==> config.mk <==
export PLATFORM = sky130hd
export DESIGN_NAME = dma_stream_seq
export DESIGN_NICKNAME = d
export VERILOG_FILES = /design/src/rtl/dsq_pkg.sv /design/src/rtl/dsq_ptr.sv /design/src/rtl/dsq_counter.sv /design/src/rtl/dsq_handshake.sv /design/src/rtl/dma_stream_seq.sv
export SDC_FILE = /design/constraint.sdc
export NUM_CORES = 1
export LEC_CHECK = 0
export ABC_AREA = 1
export BUFFER_PORTS_ARGS = -buffer_cell sky130_fd_sc_hd__clkbuf_2
export CAP_MARGIN = 40
export CELL_PAD_IN_SITES_DETAIL_PLACEMENT = 1
export CELL_PAD_IN_SITES_GLOBAL_PLACEMENT = 2
export CORE_MARGIN = 5
export CORE_UTILIZATION = 30
export CTS_CLUSTER_SIZE = 8
export DETAILED_ROUTE_END_ITERATION = 6
export PLACE_DENSITY_LB_ADDON = 0.1
export SLEW_MARGIN = 20
export SYNTH_ARGS = -nofsm -noshare
export SYNTH_HDL_FRONTEND = slang
export SYNTH_SLANG_ARGS = --single-unit
==> constraint.sdc <==
create_clock -name clk -period 2.9 [get_ports clk]
set_input_delay 0.58 -clock clk [delete_from_list [all_inputs] [get_ports clk]]
set_output_delay 0.58 -clock clk [all_outputs]
set_load 0.01 [all_outputs]
==> src/rtl/dsq_pkg.sv <==
package dsq_pkg;

    localparam int DSQ_ADDR_W = 32;
    localparam int DSQ_CNT_W  = 16;
    localparam int DSQ_STEP_W = 3;

    typedef enum logic [1:0] {
        DIR_P2M = 2'b00,
        DIR_M2P = 2'b01,
        DIR_M2M = 2'b10
    } dir_e;

    typedef enum logic [1:0] {
        ST_IDLE,
        ST_WAIT,
        ST_RD,
        ST_WR
    } st_e;

    typedef struct packed {
        dir_e       dir;
        logic [1:0] psize;
        logic [1:0] msize;
        logic       pinc;
        logic       minc;
        logic       pfix;
        logic       cyc;
        logic       dbuf;
        logic       pflow;
    } mode_t;

    function automatic logic [DSQ_STEP_W-1:0] size_bytes(input logic [1:0] sz);
        case (sz)
            2'b00:   return 3'd1;
            2'b01:   return 3'd2;
            default: return 3'd4;
        endcase
    endfunction

    function automatic logic [DSQ_STEP_W-1:0] per_step(input mode_t m);
        if (!m.pinc) return '0;
        if (m.pfix)  return 3'd4;
        return size_bytes(m.psize);
    endfunction

    function automatic logic [DSQ_STEP_W-1:0] mem_step(input mode_t m);
        return m.minc ? size_bytes(m.msize) : '0;
    endfunction

endpackage

==> src/rtl/dsq_ptr.sv <==
module dsq_ptr #(
    parameter int ADDR_W = dsq_pkg::DSQ_ADDR_W,
    parameter int STEP_W = dsq_pkg::DSQ_STEP_W
) (
    input  logic              clk,
    input  logic              rst,
    input  logic              load,
    input  logic [ADDR_W-1:0] load_val,
    input  logic              adv,
    input  logic [STEP_W-1:0] step,
    output logic [ADDR_W-1:0] addr
);
    always_ff @(posedge clk) begin
        if (rst)       addr <= '0;
        else if (load) addr <= load_val;
        else if (adv)  addr <= addr + ADDR_W'(step);
    end

    // a zero step leaves the address where it was
    a_r3_fixed_hold: assert property (@(posedge clk) disable iff (rst)
        (adv && !load && step == '0) |=> (addr == $past(addr)));

    // an advance moves the address by exactly the step
    a_r3_step_size: assert property (@(posedge clk) disable iff (rst)
        (adv && !load) |=> (addr == $past(addr) + ADDR_W'($past(step))));
endmodule

==> src/rtl/dsq_counter.sv <==
module dsq_counter #(
    parameter int CNT_W = dsq_pkg::DSQ_CNT_W
) (
    input  logic             clk,
    input  logic             rst,
    input  logic             load,
    input  logic [CNT_W-1:0] load_val,
    input  logic             dec,
    output logic [CNT_W-1:0] cnt
);
    always_ff @(posedge clk) begin
        if (rst)       cnt <= '0;
        else if (load) cnt <= load_val;
        else if (dec)  cnt <= cnt - 1'b1;
    end

    // one item is removed per completed transfer
    a_r6_dec_by_one: assert property (@(posedge clk) disable iff (rst)
        (dec && !load) |=> (cnt == $past(cnt) - 1'b1));

    // the count never wraps below zero
    a_r6_no_underflow: assert property (@(posedge clk) disable iff (rst)
        dec |-> (cnt != '0));
endmodule

==> src/rtl/dsq_handshake.sv <==
module dsq_handshake (
    input  logic clk,
    input  logic rst,
    input  logic set,
    input  logic req,
    output logic ack
);
    always_ff @(posedge clk) begin
        if (rst)             ack <= 1'b0;
        else if (set)        ack <= 1'b1;
        else if (ack && !req) ack <= 1'b0;
    end

    // acknowledge is released only after the request was seen low
    a_r5_ack_release: assert property (@(posedge clk) disable iff (rst)
        $fell(ack) |-> !$past(req));

    // acknowledge only answers a live request
    a_r5_ack_on_req: assert property (@(posedge clk) disable iff (rst)
        $rose(ack) |-> $past(req));
endmodule

==> src/rtl/dma_stream_seq.sv <==
module dma_stream_seq
    import dsq_pkg::*;
#(
    parameter int ADDR_W = DSQ_ADDR_W,
    parameter int CNT_W  = DSQ_CNT_W
) (
    input  logic              clk,
    input  logic              rst,
    input  logic              en,
    input  logic [1:0]        dir,
    input  logic [1:0]        psize,
    input  logic [1:0]        msize,
    input  logic              pinc,
    input  logic              minc,
    input  logic              pfix,
    input  logic              circ,
    input  logic              dbuf,
    input  logic              pflow,
    input  logic [CNT_W-1:0]  item_count,
    input  logic [ADDR_W-1:0] per_base,
    input  logic [ADDR_W-1:0] mem0_base,
    input  logic [ADDR_W-1:0] mem1_base,
    input  logic              per_req,
    input  logic              per_eot,
    input  logic              xfer_gnt,
    output logic              rd_req,
    output logic [ADDR_W-1:0] rd_addr,
    output logic              wr_req,
    output logic [ADDR_W-1:0] wr_addr,
    output logic              per_ack,
    output logic              half_flag,
    output logic              done_flag,
    output logic              cur_buf
);
    localparam int NPTR = 2;  // 0: peripheral side, 1: memory side

    mode_t             mode_in, mode_q;
    st_e               st, st_nx;
    logic              en_q;
    logic [CNT_W-1:0]  count_q, cnt, half_cnt;
    logic [ADDR_W-1:0] pbase_q, m0_q, m1_q;
    logic              start, xfer_done, last, wrap, eot_stop, ack_set;
    logic              ptr_load;
    logic [ADDR_W-1:0] ptr_val  [NPTR];
    logic [DSQ_STEP_W-1:0] ptr_step [NPTR];
    logic [ADDR_W-1:0] ptr_addr [NPTR];

    always_comb begin
        mode_in.dir   = (dir == 2'b11) ? DIR_P2M : dir_e'(dir);
        mode_in.psize = psize;
        mode_in.msize = msize;
        mode_in.pinc  = pinc;
        mode_in.minc  = minc;
        mode_in.pfix  = pfix;
        mode_in.pflow = pflow;
        mode_in.cyc   = (circ || dbuf) && (mode_in.dir != DIR_M2M);
        mode_in.dbuf  = dbuf && (mode_in.dir != DIR_M2M);
    end

    assign start     = (st == ST_IDLE) && en && !en_q && (item_count != '0);
    assign xfer_done = (st == ST_WR) && xfer_gnt;
    assign last      = xfer_done && (cnt == CNT_W'(1));
    assign wrap      = last && mode_q.cyc;
    assign eot_stop  = (st == ST_WAIT) && en && mode_q.pflow &&
                       (mode_q.dir != DIR_M2M) && per_eot;
    assign half_cnt  = count_q >> 1;
    assign ptr_load  = start || wrap;

    always_comb begin
        st_nx = st;
        case (st)
            ST_IDLE: if (start) st_nx = ST_WAIT;
            ST_WAIT: begin
                if (!en || eot_stop)           st_nx = ST_IDLE;
                else if (mode_q.dir == DIR_M2M) st_nx = ST_RD;
                else if (per_req && !per_ack)  st_nx = ST_RD;
            end
            ST_RD: begin
                if (!en)          st_nx = ST_IDLE;
                else if (xfer_gnt) st_nx = ST_WR;
            end
            ST_WR: if (xfer_gnt) st_nx = (last && !mode_q.cyc) ? ST_IDLE : ST_WAIT;
            default: st_nx = ST_IDLE;
        endcase
    end

    always_ff @(posedge clk) begin
        if (rst) begin
            st        <= ST_IDLE;
            en_q      <= 1'b0;
            mode_q    <= '0;
            count_q   <= '0;
            pbase_q   <= '0;
            m0_q      <= '0;
            m1_q      <= '0;
            cur_buf   <= 1'b0;
            half_flag <= 1'b0;
            done_flag <= 1'b0;
        end else begin
            st        <= st_nx;
            en_q      <= en;
            half_flag <= xfer_done && (half_cnt != '0) &&
                         (CNT_W'(cnt - 1'b1) == half_cnt);
            done_flag <= last || eot_stop;
            if (start) begin
                mode_q  <= mode_in;
                count_q <= item_count;
                pbase_q <= per_base;
                m0_q    <= mem0_base;
                m1_q    <= mem1_base;
                cur_buf <= 1'b0;
            end else if (wrap && mode_q.dbuf) begin
                cur_buf <= ~cur_buf;
            end
        end
    end

    always_comb begin
        ptr_val[0]  = start ? per_base : pbase_q;
        ptr_val[1]  = start ? mem0_base :
                      (mode_q.dbuf && !cur_buf) ? m1_q : m0_q;
        ptr_step[0] = per_step(mode_q);
        ptr_step[1] = mem_step(mode_q);
    end

    for (genvar g = 0; g < NPTR; g++) begin : g_ptr
        dsq_ptr #(.ADDR_W(ADDR_W), .STEP_W(DSQ_STEP_W)) u_ptr (
            .clk      (clk),
            .rst      (rst),
            .load     (ptr_load),
            .load_val (ptr_val[g]),
            .adv      (xfer_done),
            .step     (ptr_step[g]),
            .addr     (ptr_addr[g])
        );
    end

    dsq_counter #(.CNT_W(CNT_W)) u_cnt (
        .clk      (clk),
        .rst      (rst),
        .load     (ptr_load),
        .load_val (start ? item_count : count_q),
        .dec      (xfer_done),
        .cnt      (cnt)
    );

    assign ack_set = xfer_gnt &&
                     (((st == ST_RD) && (mode_q.dir == DIR_P2M)) ||
                      ((st == ST_WR) && (mode_q.dir == DIR_M2P)));

    dsq_handshake u_hs (
        .clk (clk),
        .rst (rst),
        .set (ack_set),
        .req (per_req),
        .ack (per_ack)
    );

    assign rd_req  = (st == ST_RD);
    assign wr_req  = (st == ST_WR);
    assign rd_addr = (mode_q.dir == DIR_M2P) ? ptr_addr[1] : ptr_addr[0];
    assign wr_addr = (mode_q.dir == DIR_M2P) ? ptr_addr[0] : ptr_addr[1];

    // read and write strobes are never raised together
    a_r2_one_strobe: assert property (@(posedge clk) disable iff (rst)
        !(rd_req && wr_req));

    // a pending strobe keeps its address until granted
    a_r2_rd_hold: assert property (@(posedge clk) disable iff (rst)
        (rd_req && !xfer_gnt && en) |=> (rd_req && $stable(rd_addr)));

    // the buffer indicator moves only at a lap end or a fresh start
    a_r9_buf_flip: assert property (@(posedge clk) disable iff (rst)
        (cur_buf != $past(cur_buf)) |-> (done_flag || !$past(en_q)));

    // no strobe while enable is low outside a write in flight
    a_r12_no_read_when_off: assert property (@(posedge clk) disable iff (rst)
        (!en && !en_q) |-> !rd_req);
endmodule

# Yosys cells after proc, flatten, opt, wreduce, memory -nomap -nowiden
# Index checks and enable logic that the tools add are counted.
[op_classes]
n_reduce_logical = 43
n_div = 0
multipliers = 0
n_addsub = 3
n_eq_ne = 16
n_bitwise = 1
order_cmp = 0
muxes = 33
shift = 0
[op_table]
columns = ["operator", "count"]
rows = [
  ["$mux 32", 9],
  ["$add 32x3->32", 2],
  ["$mux 16", 3],
  ["$reduce_bool 16->1", 2],
  ["$logic_and 1x1->1", 22],
  ["$eq 16x1->1 const B", 1],
  ["$eq 16x15->1", 1],
  ["$mux 2", 8],
  ["$sub 16x1->16 const B", 1],
  ["$mux 3", 5],
  ["$pmux 3 s2", 2],
  ["$eq 2x1->1 const B", 4],
  ["$eq 2x2->1 const B", 4],
  ["$logic_not 2->1", 4],
  ["$ne 2x2->1 const B", 4],
  ["$pmux 2 s4", 1],
  ["$logic_not 1->1", 6],
  ["$logic_or 1x1->1", 5],
  ["$mux 1", 5],
  ["$ne 4x1->1 const B", 1],
  ["$reduce_and 4->1", 1],
  ["$reduce_bool 2->1", 2],
  ["$ne 3x3->1 const B", 1],
  ["$reduce_or 2->1", 1],
  ["$not 1->1", 1],
]
[totals]
regBits = 211
ram_bits = 0
latchBits = 0
n_memories = 0
out_inout_bits = 70
in_bits = 130
mem_bits_ro = 0

# Logic depth before layout (Yosys ltp)
[logic_depth]
word_depth = 8
mapped_depth = 17

# Modules after synthesis
# From an unflattened synthesis, not the netlist that was laid out.
[hier_totals]
hier_cells = 1971
area_unflattened_um2 = 12987.5
[modules_own_cells]
columns = ["mod", "area_each_um2", "n_inst", "cells_each"]
rows = [
  ["dma_stream_seq", 7368.3, 1, 1097],
  ["dsq_ptr at g_ptr[1].u_ptr", 2274.7, 1, 350],
  ["dsq_ptr at g_ptr[0].u_ptr", 2250.9, 1, 361],
  ["dsq_counter", 1057.3, 1, 159],
  ["dsq_handshake", 36.3, 1, 4],
]

# Worst setup path after synthesis
# OpenSTA, ideal clock, no wires.
[synth_path]
kind = "reg2reg"
from = "register mode_q[7] (netlist name)"
to = "register g_ptr[1].u_ptr.addr[20]"
period_less_slack_ns = 2.341
path_stages_with_launch = 17
path_slack_ns = 0.559
setup_ns = 0.128
arrival_ns = 2.213
path_cell_list = "dfxtp_1 > nor3_1 > ha_1 > inv_1 > fa_1 > inv_1 > nand2_1 > nand2_1 > nand2_1 > nor2_1 > nand2_1 > nor2_1 > nand2_1 > o21ai_0 > nand2_1 > nor2_1 > nor2_1"
[synth_between]
elab_chain_len = 6
word_cells_on_any_way = 7
classes_between = "add/sub: 1; eq/ne: 1; mux: 4; reduce/logical: 1"
[synth_rtl]
columns = ["element", "line", "source"]
rows = [
  ["from (decl)", "dma_stream_seq.sv:37", "mode_t mode_in, mode_q;"],
  ["from (signal assigned)", "dma_stream_seq.sv:106", "mode_q <= mode_in;"],
  ["$eq 2x1->1 / $logic_not 2->1 (equally long branches)", "dsq_pkg.sv:33", "case (sz)"],
  ["$pmux 3 s2 *", "dsq_pkg.sv:33", ""],
  ["$mux 3 *", "dsq_pkg.sv:47", "return m.minc ? size_bytes(m.msize) : '0;"],
  ["$add 32x3->32 *", "dsq_ptr.sv:16", "else if (adv) addr <= addr + ADDR_W'(step);"],
  ["$mux 32 *", "dsq_ptr.sv:16", ""],
  ["$mux 32 *", "dsq_ptr.sv:15", "else if (load) addr <= load_val;"],
  ["to (signal assigned)", "dsq_ptr.sv:15", ""],
  ["to (signal assigned)", "dsq_ptr.sv:16", ""],
  ["to (decl)", "dsq_ptr.sv:11", "output logic [ADDR_W-1:0] addr"],
]
# Every way passes the cells marked *; elsewhere a longest branch is shown, timed or not. The select of a mux whose other input is x is not followed.
# A chain may end at the register's enable or synchronous reset.

# Worst setup path in the final report
[layout_path]
from = "register mode_q[11] (netlist name)"
to = "output wr_addr[17]"
[layout_between]
elab_chain_len = 2
[layout_rtl]
columns = ["element", "line", "source"]
rows = [
  ["$eq 2x1->1", "dma_stream_seq.sv:162", "assign wr_addr = (mode_q.dir == DIR_M2P) ? ptr_addr[0] : ptr_addr[1];"],
  ["$mux 32", "dma_stream_seq.sv:162", ""],
  ["to (decl)", "dma_stream_seq.sv:29", "output logic [ADDR_W-1:0] wr_addr,"],
]
# Every way passes these cells.

==> reports/qor.yml <==
run_status:
  status: "finished clean"
cts:
  htree_levels: 1
  tritoncts: "built"
  cts_buffers: 30
  clk_latency_ps: 580
  cts.path.max_buffers: 3
  clock-sinks: 211
  path_clk_slew_ps: 50
  clock-root-buffer: "clkbuf_16"
timing:
  drv_slew: 0
  setup_violations: 0
  fin_ws_ps: 116.1
  rsz0062_at_grt: "false"
  tns_ps: 0
  max_freq_mhz: 359.2
  hold_ws_ps: 255.3
  timing.final.crit_share_pct: 96.00
  clock_skew_ps: 26.96
  min_period_ps: 2784
  tightest_slew_ps: 673.0
  finalHoldViolCount: 0
  relSlewSlack_pct: 54.66
synth:
  yosysSeqAreaShare_pct: 34.49
  yosysUniqueCellTypes: 42
  yosysWarnings: 0
  syn_area_per_cell_um2: 6.195
  synthArstFlopShare_pct: 0
  syn_nets: 2117
  ys_ff_latch: 211
  syn_area_mm2: 0.01225
  synth_ff_type: "dfxtp_1"
  syn_inst: 1977
  synth_edf_count: 0
critical_path:
  slowest_delay_ps: 450
  crit_type: "reg2out"
  arrival_ps: 2200
  crit_chain: "inv_1 -> nand2_8 -> buf_12 -> o21ai_0 -> clkbuf_2"
  cp.buffers_inverters: 3
  cp-start-kind: "flop"
  cp-end-kind: "output pin"
  slowest_stage: "o21ai_0"
  required_ps: 2320
  path_max_fanout: 79
  path_delay_family: "buffers and inverters"
routing:
  via_per_inst: 4.870
  first_iter_violations: 619
  routed-via-count: 13070
  ant_nets: 0
  drt_drc_violations_left: 0
  drt_first_pass_iters: 5
  wl_per_cell_um: 18.36
  routed_wl_mm: 49.27
die:
  die_area_mm2: 0.04497
  start_util_pct: 30.13
  die_x_um: 212.1
  fp-row-count: 74
  core-area_mm2: 0.04065
  die_y_um: 212.1
  ios: 200
finish:
  antennaDiodeCount: 0
  final_nets: 2291
  regArea_mm2: 0.004224
  final_util_pct: 35.97
  finalNonFillerCells: 2684
  nFillCells: 5346
  multi_input_area_mm2: 0.006650
  layout-drive-gt1-share_pct: 14.17
  area_delta_synth_final_pct: 19.38
grt:
  grt_start_max_net_pins: 108
  antenna_found_initial: 0
  grt_pass1_vias: 13340
  track_usage_pct: 21.46
  grt_pass1_wl_mm: 76.77
  grt.overflow.total: 0
place:
  pre_cts_slack_ps: 85.88
  numPortBuffers: 199
  hpwl_mm: 37.37
  dp_cells: 2651
  gp_congestion: 0.8829
pwr:
  ir_drop_mv: 0.4024
  total_leakage_power_nw: 6.375
  pwr_density_cell_mw_per_mm2: 730.6
min_path:
  hold_path_class: "in2reg"
run:
  cap_violations: 0
[worst min-delay path, delay by kind of cell]
| family | cells | cell delay [ps] |
|---|---|---|
| compound gates | 1 | 70 |
| simple gates | 1 | 70 |
| buf+inv | 1 | 70 |
[state kept, by name, indices dropped and copies added, names as in the netlist]
name	count
count_q	16
cur_buf	1
done_flag	1
en_q	1
g_ptr.u_ptr.addr	64
half_flag	1
m0_q	32
m1_q	32
mode_q	12
pbase_q	32
st	2
u_cnt.cnt	16
u_hs.ack	1
[synth_stat cells, types with 2 or more instances]
cell	number	area share (%)
o22ai_1	29	1.5
xnor2_1	3	0.21
nand3_1	147	6.0
or2_2	7	0.36
o211ai_1	6	0.37
buf_4	4	0.25
nor3_1	32	1.3
clkinv_1	2	0.061
xor2_1	20	1.4
inv_2	2	0.061
nand3b_1	6	0.37
clkbuf_1	44	1.3
a211oi_1	2	0.12
o21ai_1	26	1.1
a21oi_1	89	3.6
nor4_1	2	0.10
o21ai_0	187	7.6
nor2_4	3	0.28
and3_1	2	0.10
fa_1	2	0.33
nand2_1	584	18
nand4_1	15	0.77
buf_6	21	1.9
o21a_1	3	0.18
nor2_2	3	0.15
inv_1	217	6.7
buf_2	27	1.1
dfxtp_1	211	34
nor2_1	240	7.4
buf_1	4	0.12
a31oi_1	16	0.82
ha_1	8	0.82
nand2_4	4	0.37
[layout by cell type (no fill, tap or decap), types with 6 or more instances in the layout]
master,n
or2_2,7
o21ai_0,185
o22ai_1,29
a21oi_1,88
buf_4,34
clkbuf_2,198
nor3_1,31
o211ai_1,6
ha_1,8
dfxtp_1,211
clkbuf_16,30
a31oi_1,16
nand2_1,583
nand4_1,15
inv_1,216
buf_12,10
nand3b_1,6
nor2_1,239
o21ai_1,27
xor2_1,20
nand3_1,147
[through the flow]
step           power [mW]  instance area, um^2
2_1_floorplan       6.289                12250
3_3_place_gp        7.521                13800
3_5_place_dp        7.594                13800
4_1_cts             10.83                14600
5_1_grt             11.45                14620
6_report            10.68                14620
[what timing repair did]
action	CTS	global route
gates resized for setup	0	6
hold buffers	0	0
setup buffers	0	0
endpoints found under the hold margin	0	0
setup endpoints to repair	0	7
[path summary, 6_finish.rpt]
path,endpoint,from,slack [ps],cells past startpoint
setup / recovery,wr_addr[17],mode_q[11]$_SDFFE_PP0P_,120,5
hold / removal,m1_q[12]$_SDFFE_PP0P_,mem1_base[12],260,3
setup reg to reg,g_ptr[1].u_ptr.addr[20]$_SDFFE_PP0P_,mode_q[7]$_SDFFE_PP0P_,290,16
hold reg to reg,m0_q[14]$_SDFFE_PP0P_,m0_q[14]$_SDFFE_PP0P_,470,2
[area by class of cell]
cell class / instances / area share, %
clock buffers: 31 / 5.228
clock inverters: 2 / 0.2396
inverters: 222 / 5.716
multi-input cells: 1444 / 45.48
flip-flops and latches: 211 / 28.89
well taps: 532 / 4.552
repair buffers: 242 / 9.892
[where the power goes]
part           leakage (nW)  internal [mW]  switching, mW
Clock                 0.392           1.84           1.33
Combinational          4.25           1.23           2.50
Sequential             1.73           3.37          0.406
Total                  6.37           6.45           4.24
[layer usage]
metal	vias up	GRT usage [%]	wire [um]
met2	218	34.97	22240
li1	6652	-	-
met4	0	6.108	1468
met1	6139	30.14	24050
met5	-	0	0
met3	62	2.435	1512
[kinds of logic (layout without fill, tap and decap cells)]
group / after synthesis / after routing / synth area share (%)
flip-flops: 211 / 211 / 34.49
adder cells (fa/ha/maj): 10 / 10 / 1.144
AO/OA/AOI/OAI: 361 / 361 / 15.54
XOR/XNOR: 23 / 23 / 1.645
buffers and inverters: 322 / 497 / 11.57
AND/OR/NAND/NOR: 1050 / 1050 / 35.61
No activity file was read; power rests on OpenSTA's default activity.
